<file path="config.mk">
export PLATFORM = sky130hd
export DESIGN_NAME = flash_cmd_ctrl
export DESIGN_NICKNAME = d
export VERILOG_FILES = /design/src/rtl/flash_cmd_pkg.sv /design/src/rtl/cmd_capture.sv /design/src/rtl/cmd_decoder.sv /design/src/rtl/flash_cmd_ctrl.sv
export SDC_FILE = /design/constraint.sdc
export NUM_CORES = 1
export LEC_CHECK = 0
export CORE_MARGIN = 2
export CORE_UTILIZATION = 55
export DETAILED_ROUTE_END_ITERATION = 12
export PLACE_DENSITY = 0.95
export RECOVER_POWER = 100
export SKIP_CTS_REPAIR_TIMING = 1
export SLEW_MARGIN = 20
export SYNTH_ARGS = -nofsm -noshare
export SYNTH_HDL_FRONTEND = slang
export SYNTH_SLANG_ARGS = --single-unit
</file>
<file path="constraint.sdc">
create_clock -name clk_i -period 5.85 [get_ports clk_i]
set_input_delay 1.755 -clock clk_i [delete_from_list [all_inputs] [get_ports clk_i]]
set_output_delay 1.755 -clock clk_i [all_outputs]
set_load 0.01 [all_outputs]
</file>
<file path="src/rtl/flash_cmd_pkg.sv">
package flash_cmd_pkg;
  typedef enum logic [1:0] {RD_ARRAY = 2'd0, RD_IDENT = 2'd1, RD_STATUS = 2'd2} rd_mode_e;
  typedef enum logic [2:0] {
    OP_NONE = 3'd0, OP_ERASE = 3'd1, OP_PROG = 3'd2,
    OP_LOCK_BLK = 3'd3, OP_LOCK_MST = 3'd4, OP_UNLOCK_ALL = 3'd5
  } op_kind_e;
  typedef enum logic [1:0] {ST_READY, ST_ERASE_CFM, ST_PROG_DATA, ST_LOCK_CFM} seq_state_e;

  localparam logic [7:0] CMD_RD_ARRAY  = 8'hFF;
  localparam logic [7:0] CMD_RD_IDENT  = 8'h90;
  localparam logic [7:0] CMD_RD_STATUS = 8'h70;
  localparam logic [7:0] CMD_CLR_STAT  = 8'h50;
  localparam logic [7:0] CMD_ERASE     = 8'h20;
  localparam logic [7:0] CMD_PROG_A    = 8'h40;
  localparam logic [7:0] CMD_PROG_B    = 8'h10;
  localparam logic [7:0] CMD_LOCK      = 8'h60;
  localparam logic [7:0] CMD_CONFIRM   = 8'hD0;
  localparam logic [7:0] CMD_SUSPEND   = 8'hB0;
  localparam logic [7:0] CFM_LOCK_BLK  = 8'h01;
  localparam logic [7:0] CFM_LOCK_MST  = 8'hF1;
endpackage

</file>
<file path="src/rtl/cmd_capture.sv">
module cmd_capture #(
  parameter int AW = 20,
  parameter int DW = 8
) (
  input  logic          clk_i,
  input  logic          rst_ni,
  input  logic          we_ni,
  input  logic          ce_ni,
  input  logic [AW-1:0] addr_i,
  input  logic [DW-1:0] data_i,
  output logic          wr_o,
  output logic [AW-1:0] addr_o,
  output logic [DW-1:0] data_o
);
  logic          act, act_q;
  logic [AW-1:0] addr_q;
  logic [DW-1:0] data_q;

  assign act = ~we_ni & ~ce_ni;

  always_ff @(posedge clk_i or negedge rst_ni) begin
    if (!rst_ni) begin
      act_q  <= 1'b0;
      addr_q <= '0;
      data_q <= '0;
    end else begin
      act_q <= act;
      if (act) begin
        addr_q <= addr_i;
        data_q <= data_i;
      end
    end
  end

  // first strobe to rise ends the cycle
  assign wr_o   = act_q & ~act;
  assign addr_o = addr_q;
  assign data_o = data_q;
endmodule

</file>
<file path="src/rtl/cmd_decoder.sv">
module cmd_decoder
  import flash_cmd_pkg::*;
#(
  parameter int AW      = 20,
  parameter int DW      = 8,
  parameter int BLK_LSB = 16
) (
  input  logic          clk_i,
  input  logic          rst_ni,
  input  logic          wr_i,
  input  logic [AW-1:0] addr_i,
  input  logic [DW-1:0] data_i,
  input  logic          busy_i,
  output rd_mode_e      rd_mode_o,
  output logic          op_start_o,
  output op_kind_e      op_kind_o,
  output logic [AW-1:0] op_addr_o,
  output logic [DW-1:0] op_data_o,
  output logic          suspend_o,
  output logic          resume_o,
  output logic          clr_status_o,
  output logic          seq_err_o
);
  localparam int BW = AW - BLK_LSB;

  seq_state_e    state_q, state_d;
  rd_mode_e      mode_q, mode_d;
  op_kind_e      run_q, run_d, okind_q, okind_d;
  logic [BW-1:0] sblk_q, sblk_d;
  logic          err_q, err_d, esusp_q, esusp_d, psusp_q, psusp_d;
  logic          start_q, start_d, susp_q, susp_d, res_q, res_d, clr_q, clr_d;
  logic [AW-1:0] oaddr_q, oaddr_d;
  logic [DW-1:0] odata_q, odata_d;
  logic [7:0]    cmd;
  logic [BW-1:0] blk;

  assign cmd = data_i[7:0];
  assign blk = addr_i[AW-1:BLK_LSB];

  always_comb begin
    state_d = state_q;  mode_d  = mode_q;   run_d   = run_q;   sblk_d = sblk_q;
    err_d   = err_q;    esusp_d = esusp_q;  psusp_d = psusp_q;
    okind_d = okind_q;  oaddr_d = oaddr_q;  odata_d = odata_q;
    start_d = 1'b0;     susp_d  = 1'b0;     res_d   = 1'b0;    clr_d  = 1'b0;
    if (wr_i) begin
      unique case (state_q)
        ST_ERASE_CFM: begin
          state_d = ST_READY;
          mode_d  = RD_STATUS;
          if (cmd == CMD_CONFIRM) begin
            start_d = 1'b1; okind_d = OP_ERASE; oaddr_d = addr_i; odata_d = data_i;
            run_d   = OP_ERASE; sblk_d = blk;
          end else err_d = 1'b1;
        end
        ST_PROG_DATA: begin
          state_d = ST_READY;
          mode_d  = RD_STATUS;
          if (esusp_q && blk == sblk_q) err_d = 1'b1;
          else begin
            start_d = 1'b1; okind_d = OP_PROG; oaddr_d = addr_i; odata_d = data_i;
            if (!esusp_q) run_d = OP_PROG;
          end
        end
        ST_LOCK_CFM: begin
          state_d = ST_READY;
          mode_d  = RD_STATUS;
          oaddr_d = addr_i;
          odata_d = data_i;
          case (cmd)
            CFM_LOCK_BLK: begin start_d = 1'b1; okind_d = OP_LOCK_BLK;   run_d = OP_LOCK_BLK;   end
            CFM_LOCK_MST: begin start_d = 1'b1; okind_d = OP_LOCK_MST;   run_d = OP_LOCK_MST;   end
            CMD_CONFIRM:  begin start_d = 1'b1; okind_d = OP_UNLOCK_ALL; run_d = OP_UNLOCK_ALL; end
            default:      err_d = 1'b1;
          endcase
        end
        default: begin
          if (busy_i) begin
            // running: only status select and suspend
            if (cmd == CMD_RD_STATUS) mode_d = RD_STATUS;
            else if (cmd == CMD_SUSPEND && !esusp_q && !psusp_q &&
                     (run_q == OP_ERASE || run_q == OP_PROG)) begin
              susp_d = 1'b1;
              mode_d = RD_STATUS;
              if (run_q == OP_ERASE) esusp_d = 1'b1;
              else                   psusp_d = 1'b1;
            end
          end else if (esusp_q || psusp_q) begin
            case (cmd)
              CMD_RD_ARRAY:  mode_d = RD_ARRAY;
              CMD_RD_IDENT:  mode_d = RD_IDENT;
              CMD_RD_STATUS: mode_d = RD_STATUS;
              CMD_CONFIRM: begin
                res_d = 1'b1; esusp_d = 1'b0; psusp_d = 1'b0; mode_d = RD_STATUS;
              end
              CMD_PROG_A, CMD_PROG_B: if (esusp_q) state_d = ST_PROG_DATA;
              default: ;
            endcase
          end else begin
            case (cmd)
              CMD_RD_ARRAY:  mode_d = RD_ARRAY;
              CMD_RD_IDENT:  mode_d = RD_IDENT;
              CMD_RD_STATUS: mode_d = RD_STATUS;
              CMD_CLR_STAT:  begin clr_d = 1'b1; err_d = 1'b0; end
              CMD_ERASE:     state_d = ST_ERASE_CFM;
              CMD_PROG_A, CMD_PROG_B: state_d = ST_PROG_DATA;
              CMD_LOCK:      state_d = ST_LOCK_CFM;
              default: ;
            endcase
          end
        end
      endcase
    end
  end

  always_ff @(posedge clk_i or negedge rst_ni) begin
    if (!rst_ni) begin
      state_q <= ST_READY;  mode_q  <= RD_ARRAY; run_q   <= OP_NONE; sblk_q <= '0;
      err_q   <= 1'b0;      esusp_q <= 1'b0;     psusp_q <= 1'b0;
      okind_q <= OP_NONE;   oaddr_q <= '0;       odata_q <= '0;
      start_q <= 1'b0;      susp_q  <= 1'b0;     res_q   <= 1'b0;    clr_q  <= 1'b0;
    end else begin
      state_q <= state_d;   mode_q  <= mode_d;   run_q   <= run_d;   sblk_q <= sblk_d;
      err_q   <= err_d;     esusp_q <= esusp_d;  psusp_q <= psusp_d;
      okind_q <= okind_d;   oaddr_q <= oaddr_d;  odata_q <= odata_d;
      start_q <= start_d;   susp_q  <= susp_d;   res_q   <= res_d;   clr_q  <= clr_d;
    end
  end

  assign rd_mode_o    = mode_q;
  assign op_start_o   = start_q;
  assign op_kind_o    = okind_q;
  assign op_addr_o    = oaddr_q;
  assign op_data_o    = odata_q;
  assign suspend_o    = susp_q;
  assign resume_o     = res_q;
  assign clr_status_o = clr_q;
  assign seq_err_o    = err_q;
endmodule

</file>
<file path="src/rtl/flash_cmd_ctrl.sv">
module flash_cmd_ctrl
  import flash_cmd_pkg::*;
#(
  parameter int AW      = 20,
  parameter int DW      = 8,
  parameter int BLK_LSB = 16
) (
  input  logic          clk_i,
  input  logic          rst_ni,
  input  logic          we_ni,
  input  logic          ce_ni,
  input  logic [AW-1:0] addr_i,
  input  logic [DW-1:0] data_i,
  input  logic          busy_i,
  output logic [1:0]    rd_mode_o,
  output logic          op_start_o,
  output logic [2:0]    op_kind_o,
  output logic [AW-1:0] op_addr_o,
  output logic [DW-1:0] op_data_o,
  output logic          suspend_req_o,
  output logic          resume_req_o,
  output logic          clr_status_o,
  output logic          seq_err_o
);
  logic          wr;
  logic [AW-1:0] wr_addr;
  logic [DW-1:0] wr_data;
  rd_mode_e      mode;
  op_kind_e      kind;

  cmd_capture #(.AW(AW), .DW(DW)) u_cap (
    .clk_i, .rst_ni, .we_ni, .ce_ni, .addr_i, .data_i,
    .wr_o(wr), .addr_o(wr_addr), .data_o(wr_data)
  );

  cmd_decoder #(.AW(AW), .DW(DW), .BLK_LSB(BLK_LSB)) u_dec (
    .clk_i, .rst_ni,
    .wr_i(wr), .addr_i(wr_addr), .data_i(wr_data), .busy_i,
    .rd_mode_o(mode), .op_start_o, .op_kind_o(kind), .op_addr_o, .op_data_o,
    .suspend_o(suspend_req_o), .resume_o(resume_req_o), .clr_status_o, .seq_err_o
  );

  assign rd_mode_o = mode;
  assign op_kind_o = kind;
endmodule

</file>
==> qor.yml, run 1 <==
wl_met2_mm: 4.01
finalSetupViolations: 0
hold_end: "u_dec.op_addr_o[14]"
p_per_area_nw_per_um2: 411
period_needed_ns: 4.25
ys_ff_latch: 78
slew_violations: 111
initialDrtViolationCount: 192
dp_hpwl_mm: 5.37
synthXorXnorAreaFrac: 0.0197
wl_mm: 8.11
fmax_mhz: 235
core_area_um2: 6280
grt_overflow: 0
max_slew_margin: -0.242
dr.pass1.iters: 4
syn_avg_cell_area_um2: 13.8
crit_arrival_ns: 4.50
required_ns: 6.10
seqPwrFrac: 0.455
clock_skew_ns: 0.0160
netlist_area_um2: 3550
hold_violations: 0
rr_worst_depth: 5
max-vdd-ir-drop_mv: 0.316
hold_path.startpoint: "u_cap.addr_o[14]"
end_kind: "register"
outcome: "finished, violations left"
clockBufferDepth: 2
wl_met3_um: 593
syn_nets: 296
synth-seq-area-share: 0.550
r2r_end: "u_dec.op_kind_o[0]"
n_antenna_cell: 0
rows: 29
wl_per_cell_um: 19.8
synth.distinct_cells: 46
cts.root.buffer_cell: "clkbuf_8"
synthAdderAreaFrac: 0.0176
fin_tns_setup_ns: 0
p_int_mw: 1.19
grt_pass1_wl_mm: 13.3
hold_depth: 1
gp_congestion: 0.944
grt_pass1_vias: 2592
top_layer: "met4"
antenna_left: 0
dpl.cell_count: 394
r2r_slack_ns: 2.62
initial_core_util: 0.565
tightest_slew_ns: 1.86
post_route_cells_drive_above_1_share: 0.162
grt_max_degree: 79
die_y_um: 84.3
synthMuxAreaShare: 0.234
ys_async_sr_fraction: 1.00
num_vias: 2456
layoutNonFillerInstCount: 410
p_leak_nw: 1.86
synth_compound_area_frac: 0.0673
synth-edff-count: 0
netSwitchingPower_mw: 0.593
chipWidth_um: 84.3
wl_met1_mm: 3.31
min_path_type: "reg -> reg"
switching_share: 0.333
r2r-start: "u_cap.data_o[0]"
grt_antenna_before_repair: 0
drv_cap: 2
crit_fanout: 31
finalCritPeriodShare: 0.727
path_class: "in -> reg"
dieArea_um2: 7110
synth_ff_type: "dfrtp_1"
viasPerCell: 5.99
clk_latency_ns: 0.36
cts_tree: "done"
path_clk_slew_ns: 0.08
ioPinCount: 71
synth-simple-area-share: 0.0832
rsz0062_at_grt: "no"
syn_inst: 258
start_kind: "input pin"
io_buffers: 70
clkPwrFrac: 0.214
drc: 0
area_growth_syn_to_layout_pct: 22.3
synth_warnings: 0
synth_top_family_by_area: "multiplexers"
clock-sinks: 78
cts_made_buffers: 9
nets: 366
violations: "capacitance limit, slew limit"
comb_power_share: 0.331
grtUsageTotal: 0.241
htreeDepth: 3
## synth_stat cells (2+ instances only)
cell | instances | share of area
a21oi_1 | 3 | 0.0042
a31oi_1 | 3 | 0.0053
buf_1 | 3 | 0.0032
buf_6 | 4 | 0.013
clkbuf_1 | 5 | 0.0053
dfrtp_1 | 78 | 0.55
ha_1 | 5 | 0.018
inv_1 | 7 | 0.0074
mux2_2 | 35 | 0.11
mux2_4 | 27 | 0.11
mux2i_1 | 3 | 0.0085
nand2_1 | 9 | 0.0095
nand4b_1 | 3 | 0.0074
nor2_1 | 9 | 0.0095
nor2b_1 | 4 | 0.0070
nor3_1 | 6 | 0.0085
nor3b_1 | 4 | 0.0085
nor4_1 | 2 | 0.0035
o21a_1 | 2 | 0.0042
o21ai_0 | 8 | 0.011
o22ai_1 | 3 | 0.0053
o32a_1 | 2 | 0.0056
or3_1 | 2 | 0.0035
or4_1 | 2 | 0.0042
or4b_2 | 2 | 0.0056
xnor2_1 | 3 | 0.0074
xor2_1 | 5 | 0.012
## logic make-up after synthesis
family | count (synthesis)
buffers and inverters | 19
multiplexers | 65
adder cells (fa/ha/maj) | 5
AND/OR/NAND/NOR | 50
AO/OA/AOI/OAI | 33
XOR/XNOR | 8
flip-flops | 78
## registers in the layout, summed over array words and instances, names as in the netlist, 2 cells and up
register and flops:
u_cap.addr_o 20, u_dec.op_addr_o 20, u_cap.data_o 8, u_dec.op_data_o 8, u_dec.sblk_q 4, u_dec.op_kind_o 3, u_dec.run_q 3, u_dec.rd_mode_o 2
u_dec.state_q 2
## power by group through the flow
stage / Combinational [mW] / Sequential [mW] / Clock, mW
after floorplan: 0.361 / 0.838 / 0
after global placement: 0.692 / 0.815 / 0
after detailed placement: 0.714 / 0.821 / 0
after CTS: 0.725 / 0.821 / 0.384
after global routing: 0.631 / 0.830 / 0.407
final: 0.591 / 0.811 / 0.382
## worst max path at each step
| stage | start | end | slack (ns) |
|---|---|---|---|
| after floorplan | ce_ni | u_dec.rd_mode_o[0] | 2.79 |
| after global placement | ce_ni | u_dec.op_kind_o[0] | 1.80 |
| after detailed placement | ce_ni | u_dec.op_kind_o[0] | 1.69 |
| after CTS | ce_ni | u_dec.op_kind_o[0] | 2.09 |
| after global routing | ce_ni | u_dec.op_kind_o[0] | 1.43 |
| final | ce_ni | u_dec.op_kind_o[0] | 1.60 |
## stage by stage
stage	util	total power, mW	area, µm²	setup slack, ns	hold WS (ns)
final	0.692	1.78	4340	1.60	0.493
after global routing	0.692	1.87	4340	1.43	0.505
after CTS	0.711	1.93	4460	2.09	0.510
after detailed placement	0.682	1.53	4280	1.69	0.492
after global placement	0.682	1.51	4280	1.80	0.471
after floorplan	-	1.20	3550	2.79	0.478
## critical path, cell delays in order
cell	delay, ns
dlygate4sd3_1	0.58
o21a_1	0.29
nand2_1	0.12
a311o_1	1.18
a21oi_1	0.20
mux2_2	0.36
## cell usage in the layout, fill, tap and decap left out, types with 2 or more instances in the layout
cell type	synthesis	final
a21oi_1	3	4
a31oi_1	3	3
clkbuf_1	5	2
clkbuf_8	0	11
clkdlybuf4s50_1	0	29
dfrtp_1	78	78
dlygate4sd3_1	0	40
ha_1	5	5
inv_1	7	7
mux2_1	0	29
mux2_2	35	33
mux2i_1	3	3
nand2_1	9	9
nand4b_1	3	3
nor2_1	9	9
nor2b_1	4	4
nor3_1	6	6
nor3b_1	4	4
nor4_1	2	2
o21a_1	2	2
o21ai_0	8	8
o22ai_1	3	3
o32a_1	2	2
or3_1	2	2
or4_1	2	2
or4b_2	2	2
xnor2_1	3	3
xor2_1	5	5
## cell type report
| class | count | area [µm²] |
|---|---|---|
| sequential | 78 | 1950 |
| fill | 429 | 1930 |
| multi-input combinational | 161 | 1380 |
| timing repair buffer | 71 | 699 |
| clock buffer | 12 | 155 |
| tap | 77 | 96.3 |
| clock inverter | 4 | 30.0 |
| inverter | 7 | 26.3 |
## per-layer routing
metal / vias up / global-route usage
li1: 1079 / -
met4: 0 / 0.0851
met3: 25 / 0.0816
met1: 1231 / 0.297
met2: 121 / 0.400
met5: - / 0
(Power assumes the default switching activity.)
==> run 2: changes to the inputs <==
--- a/config.mk
+++ b/config.mk
@@ -6,9 +6,9 @@
 export NUM_CORES = 1
 export LEC_CHECK = 0
 export CORE_MARGIN = 2
-export CORE_UTILIZATION = 55
+export CORE_UTILIZATION = 46
 export DETAILED_ROUTE_END_ITERATION = 12
-export PLACE_DENSITY = 0.95
+export PLACE_DENSITY = 0.86
 export RECOVER_POWER = 100
 export SKIP_CTS_REPAIR_TIMING = 1
 export SLEW_MARGIN = 20
==> constraint.sdc (replaced) <==
create_clock -name clk_i -period 3.7 [get_ports clk_i]
set_input_delay 1.11 -clock clk_i [delete_from_list [all_inputs] [get_ports clk_i]]
set_output_delay 1.11 -clock clk_i [all_outputs]
set_load 0.01 [all_outputs]
==> run 2 against run 1 <==
Net effect: the flow still finishes with violations (capacitance limit, slew limit); clock power up 65%; register-to-register slack worse by 1.7 ns; sequential power up 58%; non-clock buffer count up 1; cell area is 1.3% higher; power grew 59%; die area grew 19%; utilization down 11 points; wire length decreased by 7.4%.
==> qor.yml, run 2 (same netlist as run 1, synthesis figures left out) <==
cts_tree: "done"
fmax_mhz: 311
nets: 367
cts_made_buffers: 9
dieArea_um2: 8440
clock-sinks: 78
finalCritPeriodShare: 0.868
hold_depth: 1
fin_ws_ns: 0.488
netSwitchingPower_mw: 0.910
core_area_um2: 7610
crit_family: "buffers and inverters"
gp_congestion: 0.913
n_antenna_cell: 0
die_y_um: 91.8
num_vias: 2323
hold_end: "u_dec.op_addr_o[13]"
post_route_cells_drive_above_1_share: 0.180
rows: 32
io_buffers: 70
grt_overflow: 0
grt_pass1_wl_mm: 12.6
max_slew_margin: -0.267
post-route-util: 0.578
path_cells: "dlygate4sd3_1 > nor2_2 > clkbuf_1 > mux2_2"
crit_fanout: 30
wl_mm: 7.52
clock_skew_ns: 0.00694
crit_arrival_ns: 3.45
area_growth_syn_to_layout_pct: 23.9
dr.pass1.iters: 4
cts.root.buffer_cell: "clkbuf_8"
critPathMaxStageDelay_ns: 1.17
path_class: "in -> reg"
period_needed_ns: 3.21
violations: "capacitance limit, slew limit"
pre_cts_ws_ns: 0.456
chipWidth_um: 91.8
clockBufferDepth: 2
cp.buffers_inverters: 2
p_per_area_nw_per_um2: 644
viasPerCell: 5.33
min_path_type: "reg -> reg"
grtUsageTotal: 0.191
end_kind: "register"
layout_common_cells: "78 x dfrtp_1, 40 x dlygate4sd3_1, 35 x mux2_2, 29 x clkdlybuf4s50_1, 26 x mux2_1"
start_kind: "input pin"
final_common_cell: "dfrtp_1"
required_ns: 3.94
grt_pass1_vias: 2416
seqPwrFrac: 0.452
r2r_slack_ns: 0.88
initial_core_util: 0.467
clk_latency_ns: 0.35
rsz0062_at_grt: "no"
slew_violations: 110
drc: 0
initialDrtViolationCount: 187
grt_antenna_before_repair: 0
outcome: "finished, violations left"
max-vdd-ir-drop_mv: 0.408
hold_violations: 0
htreeDepth: 3
path_clk_slew_ns: 0.08
r2r_end: "u_dec.op_addr_o[11]"
antenna_left: 0
p_int_mw: 1.92
wl_per_cell_um: 17.2
finalSetupViolations: 0
clkPwrFrac: 0.223
grt_max_degree: 79
comb_power_share: 0.326
hold_path.startpoint: "u_cap.addr_o[13]"
r2r-start: "u_cap.data_o[0]"
dp_hpwl_mm: 5.27
switching_share: 0.321
drv_cap: 2
tightest_slew_ns: 1.90
ioPinCount: 71
cp_slowest_cell: "clkbuf_1"
fin_tns_setup_ns: 0
rr_worst_depth: 5
p_leak_nw: 1.87
[run 2: cell count changes in the layout (fill, tap and decap cells not counted), sizes merged]
| cell | previous run | this run |
|---|---|---|
| clkbuf | 14 | 13 |
| clkinv | 2 | 4 |
| clkinvlp | 1 | 0 |
| bufinv | 0 | 1 |
[run 2: power by group through the flow]
stage          clock network (mW)  registers [mW]  logic [mW]
2_1_floorplan                   0            1.33       0.570
3_3_place_gp                    0            1.29        1.09
3_5_place_dp                    0            1.30        1.12
4_1_cts                     0.645            1.30        1.13
5_1_grt                     0.682            1.31       0.993
6_report                    0.631            1.28       0.922
[run 2: worst max path at each step]
stage | start | endpoint | slack [ns] | depth (start not counted)
after floorplan | ce_ni | u_dec.rd_mode_o[0] | 1.29 | 5
after global placement | ce_ni | u_dec.op_addr_o[11] | 0.48 | 6
after detailed placement | ce_ni | u_dec.op_addr_o[2] | 0.46 | 6
after CTS | ce_ni | u_dec.op_addr_o[0] | 0.83 | 6
after global routing | ce_ni | u_cap.data_o[6] | 0.37 | 4
final | ce_ni | u_cap.addr_o[9] | 0.49 | 4
[run 2: routing by layer]
metal | GRT usage | part of all wire | vias to the layer above
li1 | - | - | 1074
met1 | 0.260 | 0.45 | 1173
met2 | 0.294 | 0.48 | 66
met3 | 0.0493 | 0.051 | 10
met4 | 0.0759 | 0.017 | 0
met5 | 0 | 0 | -
[run 2: stage by stage]
stage | area, µm² | cells | hold slack, ns | total power, mW
floorplan | 3550 | 258 | 0.478 | 1.90
global placement | 4320 | 420 | 0.465 | 2.38
detailed placement | 4320 | 420 | 0.494 | 2.42
CTS | 4520 | 436 | 0.512 | 3.07
global route | 4400 | 436 | 0.508 | 2.99
finish | 4400 | 436 | 0.493 | 2.83
[run 2: layout make-up]
class | count | area (µm²)
fillers | 642 | 3210
multi-input cells | 161 | 1390
repair buffers | 72 | 704
clock inverters | 6 | 70.1
flip-flops and latches | 78 | 1950
well taps | 102 | 128
clock buffers | 10 | 128
inverters | 7 | 26.3
[run 2: worst register-to-register path, delay by kind of cell, from the launching register on]
family	cells	cell delay, ns
compound gates	2	0.77
simple gates	1	0.70
flops	1	0.44
mux	1	0.42
buf+inv	1	0.37
